$ cat src/rtl/cps_pkg.sv
package cps_pkg;

  localparam int CTRL_OFF   = 'h30;
  localparam int PWR_BASE   = 'h34;
  localparam int PWR_STRIDE = 4;
  localparam int REL_BASE   = 13;
  localparam int NUM_STEPS  = 7;
  localparam int STEP_W     = $clog2(NUM_STEPS + 1);

  typedef enum logic [2:0] {
    S_IDLE, S_RDC, S_RDP, S_WR, S_POLL, S_REL
  } seq_st_t;

  typedef struct packed {
    logic [31:0] set_m;
    logic [31:0] clr_m;
    logic        poll;
    logic [31:0] poll_m;
  } step_t;

  // power steps in the order the domain must see them
  function automatic step_t step_info(input logic [STEP_W-1:0] s);
    step_t r;
    r = '0;
    case (s)
      'd0: begin r.set_m = 32'h0030_0000; r.poll = 1'b1; r.poll_m = 32'h3000_0000; end
      'd1: begin r.set_m = 32'h0003_0000; r.poll = 1'b1; r.poll_m = 32'h0300_0000; end
      'd2: r.clr_m = 32'h0000_8000;
      'd3: r.clr_m = 32'h0000_0F00;
      'd4: begin r.set_m = 32'h0000_0002; r.poll = 1'b1; r.poll_m = 32'h0000_0020; end
      'd5: begin r.set_m = 32'h0000_0001; r.poll = 1'b1; r.poll_m = 32'h0000_0010; end
      'd6: r.clr_m = 32'h0000_0004;
      default: r = '0;
    endcase
    return r;
  endfunction

endpackage

$ cat src/rtl/cps_port.sv
module cps_port #(
  parameter int ADDR_W = 8,
  parameter int DATA_W = 32
) (
  input  logic              clk,
  input  logic              rst,
  input  logic              cmd_go,
  input  logic              cmd_write,
  input  logic [ADDR_W-1:0] cmd_addr,
  input  logic [DATA_W-1:0] cmd_wdata,
  output logic              req_valid,
  input  logic              req_ready,
  output logic              req_write,
  output logic [ADDR_W-1:0] req_addr,
  output logic [DATA_W-1:0] req_wdata,
  input  logic              rsp_valid,
  input  logic [DATA_W-1:0] rsp_rdata,
  input  logic              rsp_err,
  output logic              cmp,
  output logic [DATA_W-1:0] cmp_rdata,
  output logic              cmp_err
);

  logic waiting;

  always_ff @(posedge clk) begin
    if (rst) begin
      req_valid <= 1'b0;
      req_write <= 1'b0;
      req_addr  <= '0;
      req_wdata <= '0;
      waiting   <= 1'b0;
      cmp       <= 1'b0;
      cmp_rdata <= '0;
      cmp_err   <= 1'b0;
    end else begin
      cmp <= 1'b0;
      if (cmd_go && !req_valid && !waiting) begin
        req_valid <= 1'b1;
        req_write <= cmd_write;
        req_addr  <= cmd_addr;
        req_wdata <= cmd_wdata;
      end
      if (req_valid && req_ready) begin
        req_valid <= 1'b0;
        waiting   <= 1'b1;
      end
      if (waiting && rsp_valid) begin
        waiting   <= 1'b0;
        cmp       <= 1'b1;
        cmp_rdata <= rsp_rdata;
        cmp_err   <= rsp_err;
      end
    end
  end


  req_hold_chk: assert property (@(posedge clk) disable iff (rst)
    (req_valid && !req_ready) |=> (req_valid && $stable(req_addr) &&
                                   $stable(req_wdata) && $stable(req_write)));


  one_out_chk: assert property (@(posedge clk) disable iff (rst)
    cmd_go |-> (!req_valid && !waiting));

endmodule

$ cat src/rtl/cps_poll_ctr.sv
module cps_poll_ctr #(
  parameter int CNT_W = 16
) (
  input  logic             clk,
  input  logic             rst,
  input  logic             clr,
  input  logic             inc,
  input  logic [CNT_W-1:0] limit,
  output logic             last
);

  logic [CNT_W-1:0] cnt;

  always_ff @(posedge clk) begin
    if (rst || clr) cnt <= '0;
    else if (inc)   cnt <= cnt + 1'b1;
  end

  // this read is the final one allowed for the current poll
  assign last = ({1'b0, cnt} + (CNT_W+1)'(1)) >= {1'b0, limit};


  poll_bound_chk: assert property (@(posedge clk) disable iff (rst)
    inc |-> !last);

endmodule

$ cat src/rtl/cps_seq.sv
module cps_seq
  import cps_pkg::*;
#(
  parameter int ADDR_W = 8,
  parameter int CNT_W  = 16
) (
  input  logic              clk,
  input  logic              rst,
  input  logic              start,
  input  logic              core,
  input  logic [CNT_W-1:0]  limit,
  output logic [CNT_W-1:0]  lim_q,
  output logic              busy,
  output logic              done,
  output logic              already_on,
  output logic              acc_err,
  output logic              timeout,
  output logic              cmd_go,
  output logic              cmd_write,
  output logic [ADDR_W-1:0] cmd_addr,
  output logic [31:0]       cmd_wdata,
  input  logic              cmp,
  input  logic [31:0]       cmp_rdata,
  input  logic              cmp_err,
  output logic              pc_clr,
  output logic              pc_inc,
  input  logic              pc_last
);

  seq_st_t           st;
  logic              core_q;
  logic [31:0]       ctrl_q;
  logic [31:0]       img;
  logic [STEP_W-1:0] step;

  logic [ADDR_W-1:0] ctrl_addr, pwr_addr;
  logic [31:0]       rel_mask;
  step_t             cur, nxt, first;
  logic [31:0]       adv_base, adv_img;
  logic              last_step;
  logic [ADDR_W-1:0] adv_addr;
  logic [31:0]       adv_data;
  seq_st_t           adv_st;

  always_comb begin
    ctrl_addr = ADDR_W'(CTRL_OFF);
    pwr_addr  = ADDR_W'(PWR_BASE + PWR_STRIDE * int'(core_q));
    rel_mask  = 32'd1 << (REL_BASE + int'(core_q));
    cur       = step_info(step);
    nxt       = step_info(step + 1'b1);
    first     = step_info('0);
    last_step = (int'(step) == NUM_STEPS - 1);
    adv_base  = (st == S_POLL) ? cmp_rdata : img;
    adv_img   = (adv_base | nxt.set_m) & ~nxt.clr_m;
    if (last_step) begin
      adv_addr = ctrl_addr;
      adv_data = ctrl_q | rel_mask;
      adv_st   = S_REL;
    end else begin
      adv_addr = pwr_addr;
      adv_data = adv_img;
      adv_st   = S_WR;
    end
  end

  always_ff @(posedge clk) begin
    if (rst) begin
      st         <= S_IDLE;
      core_q     <= 1'b0;
      lim_q      <= '0;
      ctrl_q     <= '0;
      img        <= '0;
      step       <= '0;
      busy       <= 1'b0;
      done       <= 1'b0;
      already_on <= 1'b0;
      acc_err    <= 1'b0;
      timeout    <= 1'b0;
      cmd_go     <= 1'b0;
      cmd_write  <= 1'b0;
      cmd_addr   <= '0;
      cmd_wdata  <= '0;
      pc_clr     <= 1'b0;
      pc_inc     <= 1'b0;
    end else begin
      cmd_go <= 1'b0;
      done   <= 1'b0;
      pc_clr <= 1'b0;
      pc_inc <= 1'b0;
      if (st != S_IDLE && cmp && cmp_err) begin
        st      <= S_IDLE;
        busy    <= 1'b0;
        done    <= 1'b1;
        acc_err <= 1'b1;
      end else begin
        case (st)
          S_IDLE: if (start) begin
            core_q     <= core;
            lim_q      <= limit;
            busy       <= 1'b1;
            already_on <= 1'b0;
            acc_err    <= 1'b0;
            timeout    <= 1'b0;
            cmd_go     <= 1'b1;
            cmd_write  <= 1'b0;
            cmd_addr   <= ADDR_W'(CTRL_OFF);
            st         <= S_RDC;
          end
          S_RDC: if (cmp) begin
            ctrl_q <= cmp_rdata;
            if ((cmp_rdata & rel_mask) != 32'd0) begin
              st         <= S_IDLE;
              busy       <= 1'b0;
              done       <= 1'b1;
              already_on <= 1'b1;
            end else begin
              cmd_go    <= 1'b1;
              cmd_write <= 1'b0;
              cmd_addr  <= pwr_addr;
              st        <= S_RDP;
            end
          end
          S_RDP: if (cmp) begin
            step      <= '0;
            img       <= (cmp_rdata | first.set_m) & ~first.clr_m;
            cmd_go    <= 1'b1;
            cmd_write <= 1'b1;
            cmd_addr  <= pwr_addr;
            cmd_wdata <= (cmp_rdata | first.set_m) & ~first.clr_m;
            st        <= S_WR;
          end
          S_WR, S_POLL: if (cmp) begin
            if (st == S_WR && cur.poll) begin
              pc_clr    <= 1'b1;
              cmd_go    <= 1'b1;
              cmd_write <= 1'b0;
              cmd_addr  <= pwr_addr;
              st        <= S_POLL;
            end else if (st == S_POLL && (cmp_rdata & cur.poll_m) != cur.poll_m) begin
              img <= cmp_rdata;
              if (pc_last) begin
                st      <= S_IDLE;
                busy    <= 1'b0;
                done    <= 1'b1;
                timeout <= 1'b1;
              end else begin
                pc_inc    <= 1'b1;
                cmd_go    <= 1'b1;
                cmd_write <= 1'b0;
                cmd_addr  <= pwr_addr;
              end
            end else begin
              img       <= last_step ? adv_base : adv_img;
              step      <= last_step ? step : step + 1'b1;
              cmd_go    <= 1'b1;
              cmd_write <= 1'b1;
              cmd_addr  <= adv_addr;
              cmd_wdata <= adv_data;
              st        <= adv_st;
            end
          end
          S_REL: if (cmp) begin
            st   <= S_IDLE;
            busy <= 1'b0;
            done <= 1'b1;
          end
          default: st <= S_IDLE;
        endcase
      end
    end
  end


  early_exit_chk: assert property (@(posedge clk) disable iff (rst)
    (st == S_RDC && cmp && !cmp_err && cmp_rdata[REL_BASE + int'(core_q)])
      |=> (done && already_on && !cmd_go));


  rel_after_unclamp_chk: assert property (@(posedge clk) disable iff (rst)
    (cmd_go && cmd_write && cmd_addr == ADDR_W'(CTRL_OFF))
      |-> (cmd_wdata[REL_BASE + int'(core_q)] && !img[2]));


  err_abort_chk: assert property (@(posedge clk) disable iff (rst)
    (busy && cmp && cmp_err) |=> (done && acc_err && !cmd_go && !busy));


  busy_start_chk: assert property (@(posedge clk) disable iff (rst)
    (busy && start) |=> ($stable(core_q) && $stable(lim_q)));


  done_pulse_chk: assert property (@(posedge clk) disable iff (rst)
    done |-> (!busy ##1 !done));

endmodule

$ cat src/rtl/core_pwrup_seq.sv
module core_pwrup_seq #(
  parameter int ADDR_W = 8,
  parameter int CNT_W  = 16
) (
  input  logic              clk,
  input  logic              rst,
  input  logic              start_i,
  input  logic              core_i,
  input  logic [CNT_W-1:0]  poll_limit_i,
  output logic              busy_o,
  output logic              done_o,
  output logic              already_on_o,
  output logic              acc_err_o,
  output logic              timeout_o,
  output logic              req_valid_o,
  input  logic              req_ready_i,
  output logic              req_write_o,
  output logic [ADDR_W-1:0] req_addr_o,
  output logic [31:0]       req_wdata_o,
  input  logic              rsp_valid_i,
  input  logic [31:0]       rsp_rdata_i,
  input  logic              rsp_err_i
);

  logic              cmd_go, cmd_write;
  logic [ADDR_W-1:0] cmd_addr;
  logic [31:0]       cmd_wdata;
  logic              cmp, cmp_err;
  logic [31:0]       cmp_rdata;
  logic              pc_clr, pc_inc, pc_last;
  logic [CNT_W-1:0]  lim_q;

  cps_seq #(.ADDR_W(ADDR_W), .CNT_W(CNT_W)) u_seq (
    .clk(clk), .rst(rst), .start(start_i), .core(core_i), .limit(poll_limit_i),
    .lim_q(lim_q), .busy(busy_o), .done(done_o), .already_on(already_on_o),
    .acc_err(acc_err_o), .timeout(timeout_o),
    .cmd_go(cmd_go), .cmd_write(cmd_write), .cmd_addr(cmd_addr), .cmd_wdata(cmd_wdata),
    .cmp(cmp), .cmp_rdata(cmp_rdata), .cmp_err(cmp_err),
    .pc_clr(pc_clr), .pc_inc(pc_inc), .pc_last(pc_last)
  );

  cps_port #(.ADDR_W(ADDR_W), .DATA_W(32)) u_port (
    .clk(clk), .rst(rst),
    .cmd_go(cmd_go), .cmd_write(cmd_write), .cmd_addr(cmd_addr), .cmd_wdata(cmd_wdata),
    .req_valid(req_valid_o), .req_ready(req_ready_i), .req_write(req_write_o),
    .req_addr(req_addr_o), .req_wdata(req_wdata_o),
    .rsp_valid(rsp_valid_i), .rsp_rdata(rsp_rdata_i), .rsp_err(rsp_err_i),
    .cmp(cmp), .cmp_rdata(cmp_rdata), .cmp_err(cmp_err)
  );

  cps_poll_ctr #(.CNT_W(CNT_W)) u_pctr (
    .clk(clk), .rst(rst), .clr(pc_clr), .inc(pc_inc), .limit(lim_q), .last(pc_last)
  );

endmodule

$ cat config.mk
export PLATFORM = sky130hd
export DESIGN_NAME = core_pwrup_seq
export DESIGN_NICKNAME = d
export VERILOG_FILES = /design/src/rtl/cps_pkg.sv /design/src/rtl/cps_port.sv /design/src/rtl/cps_poll_ctr.sv /design/src/rtl/cps_seq.sv /design/src/rtl/core_pwrup_seq.sv
export SDC_FILE = /design/constraint.sdc
export NUM_CORES = 1
export LEC_CHECK = 0
export BUFFER_PORTS_ARGS = -buffer_cell sky130_fd_sc_hd__buf_4
export CAP_MARGIN = 20
export CORE_UTILIZATION = 52
export CTS_CLUSTER_SIZE = 14
export DETAILED_ROUTE_END_ITERATION = 10
export PLACE_DENSITY = 0.72
export SKIP_CTS_REPAIR_TIMING = 1
export SLEW_MARGIN = 20
export SYNTH_ARGS = -nofsm -noshare
export SYNTH_HDL_FRONTEND = slang
export SYNTH_SLANG_ARGS = --single-unit
export TNS_END_PERCENT = 50
$ cat constraint.sdc
create_clock -name clk -period 9.2 [get_ports clk]
set_clock_uncertainty 0.1 [all_clocks]
set_input_delay 1.38 -clock clk [delete_from_list [all_inputs] [get_ports clk]]
set_output_delay 1.38 -clock clk [all_outputs]
set_load 0.005 [all_outputs]
==> impl_metrics.ini <==
[final_layout]
post_route_cells_drive_above_1_share = 0.126
post-route-util = 0.614
syn_to_final_growth_pct = 16.0
finish.instance_area_sq_um = 11000
sequential_cell_area_sq_um = 4380
number_of_antenna_cells_inserted = 0
n_fill_cell = 1625
finish.cell_count_without_fillers = 1446
multi_input_area_sq_um = 4640
fin_nets = 1282

[detailed_routing]
wirelength_microns = 24300
detail_route.drc_violations = 0
vias_per_cell = 5.74
drt_iter0_markers = 530
final_antenna_net_count = 0
vias = 8306
first_pass_iters = 5
routed_wire_length_per_instance_microns = 16.8

[power_and_ir_drop]
cellInternalPower_uw = 1710
powerDensity_nw_per_um2 = 218
clock_power_share = 0.397
power_frac_seq = 0.436
irDropWorstVdd_mv = 0.190
power_frac_comb = 0.166
power.share.switching = 0.286
leakage_power_total_uw = 0.00411
p_switching_uw = 684

[clocking]
cts_inserted_buffers = 24
cts-htree-levels = 1
tritoncts = yes
clock_insertion_delay_worst_skew_ps = 510
clkSinkCount = 219
cts.root.buffer_cell = clkbuf_16
cts_max_path_buffers = 3
clkTransAtPathRegs_ps = 60

[synth]
dominantRegCellSynth = dfxtp_1
synth_sequential_area_ratio = 0.462
yosys.area.top_type_share = 0.462
synth.area.top_cells = dfxtp_1 (46%), nand2_1 (11%), a21oi_1 (8.2%)
synth_largest_area_cell = dfxtp_1
most_repeated_cell_in_the_gate_level_netlist_after_synthesis = nand2_1
number_of_flip_flops_and_latches_in_the_synthesized_netlist = 219
synth-edff-count = 0
synthArstFlopShare = 0
post_synthesis_cell_area_sq_um = 9490
post_synth.cell_area_avg_sq_um = 8.21
synthTopCellsByCount = nand2_1 (286), dfxtp_1 (219), a21oi_1 (155), clkbuf_1 (64), nor2_1 (62)
synth_cell_types = 65
synthCells = 1156
ys.warnings.count = 0

[timing]
finalSetupTns_ps = 0
timing.final.max_slew_violations = 0
worst_slew_pin_slew_ps = 1020
hold_violations = 0
finalCritPeriodShare = 0.462
relative_max_transition_margin = 0.321
final.min_clock_period_ps = 4250
grt_setup_unrepaired = false
timing.final.ws_setup_ps = 4950
highest_clock_frequency_the_design_can_meet_ghz = 0.236
setup_viol_count_final = 0

[place]
worst_slack_at_placement_ps = 5100
numPortBuffers = 97
gpl.final_weighted_congestion = 0.869
placedCellCount = 1405
detailedPlacementHpwl_microns = 15900
area_after_dpl_sq_um = 10200

[floorplanning]
core-area_sq_um = 17900
floorplan.rows = 49
floorplan.initialDensity = 0.530
dieHeight_microns = 137
die-width_microns = 137
fp.dieArea_sq_um = 18800
io_pins = 102

[worst_setup_path]
slowest_stage = o41ai_2
crit-reg2reg-launch = u_pctr.cnt[0]
startpoint = u_pctr.cnt[0]
critical_path_peak_fanout = 9
critical-path-top-cell-by-count = ha_1
timing.critical_path.to_type = flop
path_class = flop to flop
timing.critical_path.cells = ha_1 -> nand3_1 -> nor3_1 -> and4_1 -> nand2_1 -> xnor2_1 -> ha_1 -> nand4_1 -> o41ai_2 -> o21ai_0 -> o21a_1
data_arrival_critical_path_ps = 4550
slowest_delay_ps = 810
startpoint_type_of_the_worst_setup_path = flop
critPathRequiredTime_ps = 9510

[grt]
grtUsageTotal = 0.263
antenna_found_initial = 0
global_route_wire_length_before_repair_microns = 39000
grt_overflow_total = 0
grt_max_degree = 96
grt_pass1_vias = 7801

[min_path]
worst_hold_path_type = flop to flop
hold_path.startpoint = u_seq.cmd_wdata[3]

[job]
drv.max_cap_violation_count = 0

[outcome]
run_status = completed
==> layout by cell type, fill, tap and decap left out, types with 5 or more instances in the layout <==
cell,n
dfxtp_1,219
a22oi_1,5
a31oi_1,6
nor2_1,62
nand2_1,286
xnor2_1,7
nand3_1,19
a21o_1,5
xor2_1,22
o21ai_0,18
clkbuf_1,5
o22ai_1,8
a22o_1,33
a21boi_0,5
o211ai_1,24
a21oi_1,154
buf_4,106
nor3_1,10
clkinv_2,5
inv_1,29
ha_1,25
o22a_1,19
a211oi_1,13
nand4_1,8
mux2i_1,10
a311oi_1,5
nand2b_1,7
clkbuf_16,25
==> stage by stage <==
step           power, uW  hold slack (ps)
6_report            2400              351
5_1_grt             2500              370
4_1_cts             2410              352
3_5_place_dp        1460              346
3_3_place_gp        1450              340
2_1_floorplan       1340              332
==> per-layer routing <==
metal	vias up	wire length [microns]	track usage
li1	4099	-	-
met1	3928	10900	0.350
met2	220	11300	0.434
met3	59	1260	0.0337
met4	0	778	0.0922
met5	-	0	0
==> kinds of logic (layout without fill, tap and decap cells) <==
family          count (synthesis)  after routing  synth area share
flops                         219            219             0.462
buf+inv                       118            176            0.0517
mux                            10             10            0.0106
compound gates                331            331             0.230
fa+ha+maj                      25             25            0.0330
simple gates                  423            423             0.185
xor+xnor                       29             29            0.0268
other cells                     1              4          0.000395
==> worst paths after layout <==
path / end / slack, ps / depth (start not counted)
max: u_seq.cmd_addr[4] / 4950 / 11
min: u_port.req_wdata[3] / 350 / 2
max reg2reg: u_seq.cmd_addr[4] / 4950 / 11
min reg2reg: u_port.req_wdata[3] / 350 / 2
==> power groups by stage <==
stage | Sequential, uW | Combinational (uW) | Clock, uW
2_1_floorplan | 1030 | 317 | 0
3_3_place_gp | 1060 | 388 | 0
3_5_place_dp | 1070 | 395 | 0
4_1_cts | 1040 | 397 | 965
5_1_grt | 1050 | 445 | 1000
6_report | 1050 | 398 | 952
==> critical path: cells and delay by family (launching register included) <==
family / cells / cell delay (ps)
and+or+nand+nor: 5 / 1420
DFF: 1 / 440
adders and majority gates: 2 / 590
xor gates and xnor gates: 1 / 140
AOI/OAI and AO/OA: 3 / 1460
==> layout make-up <==
type | instances | share of cell area
Timing Repair Buffer | 106 | 0.0723
Sequential cell | 219 | 0.399
Multi-Input combinational cell | 822 | 0.422
Inverter | 29 | 0.00990
Clock buffer | 33 | 0.0623
Clock inverter | 8 | 0.00876
Tap cell | 229 | 0.0260
==> state kept, by name (all words and copies together) (netlist names), 3 cells and up <==
register / flops
u_port.cmp_rdata: 32
u_port.req_addr: 3
u_seq.cmd_addr: 3
u_seq.st: 3
u_pctr.cnt: 16
u_seq.ctrl_q: 32
u_port.req_wdata: 32
u_seq.lim_q: 16
u_seq.step: 3
u_seq.img: 32
u_seq.cmd_wdata: 32
(Power assumes the default switching activity.)
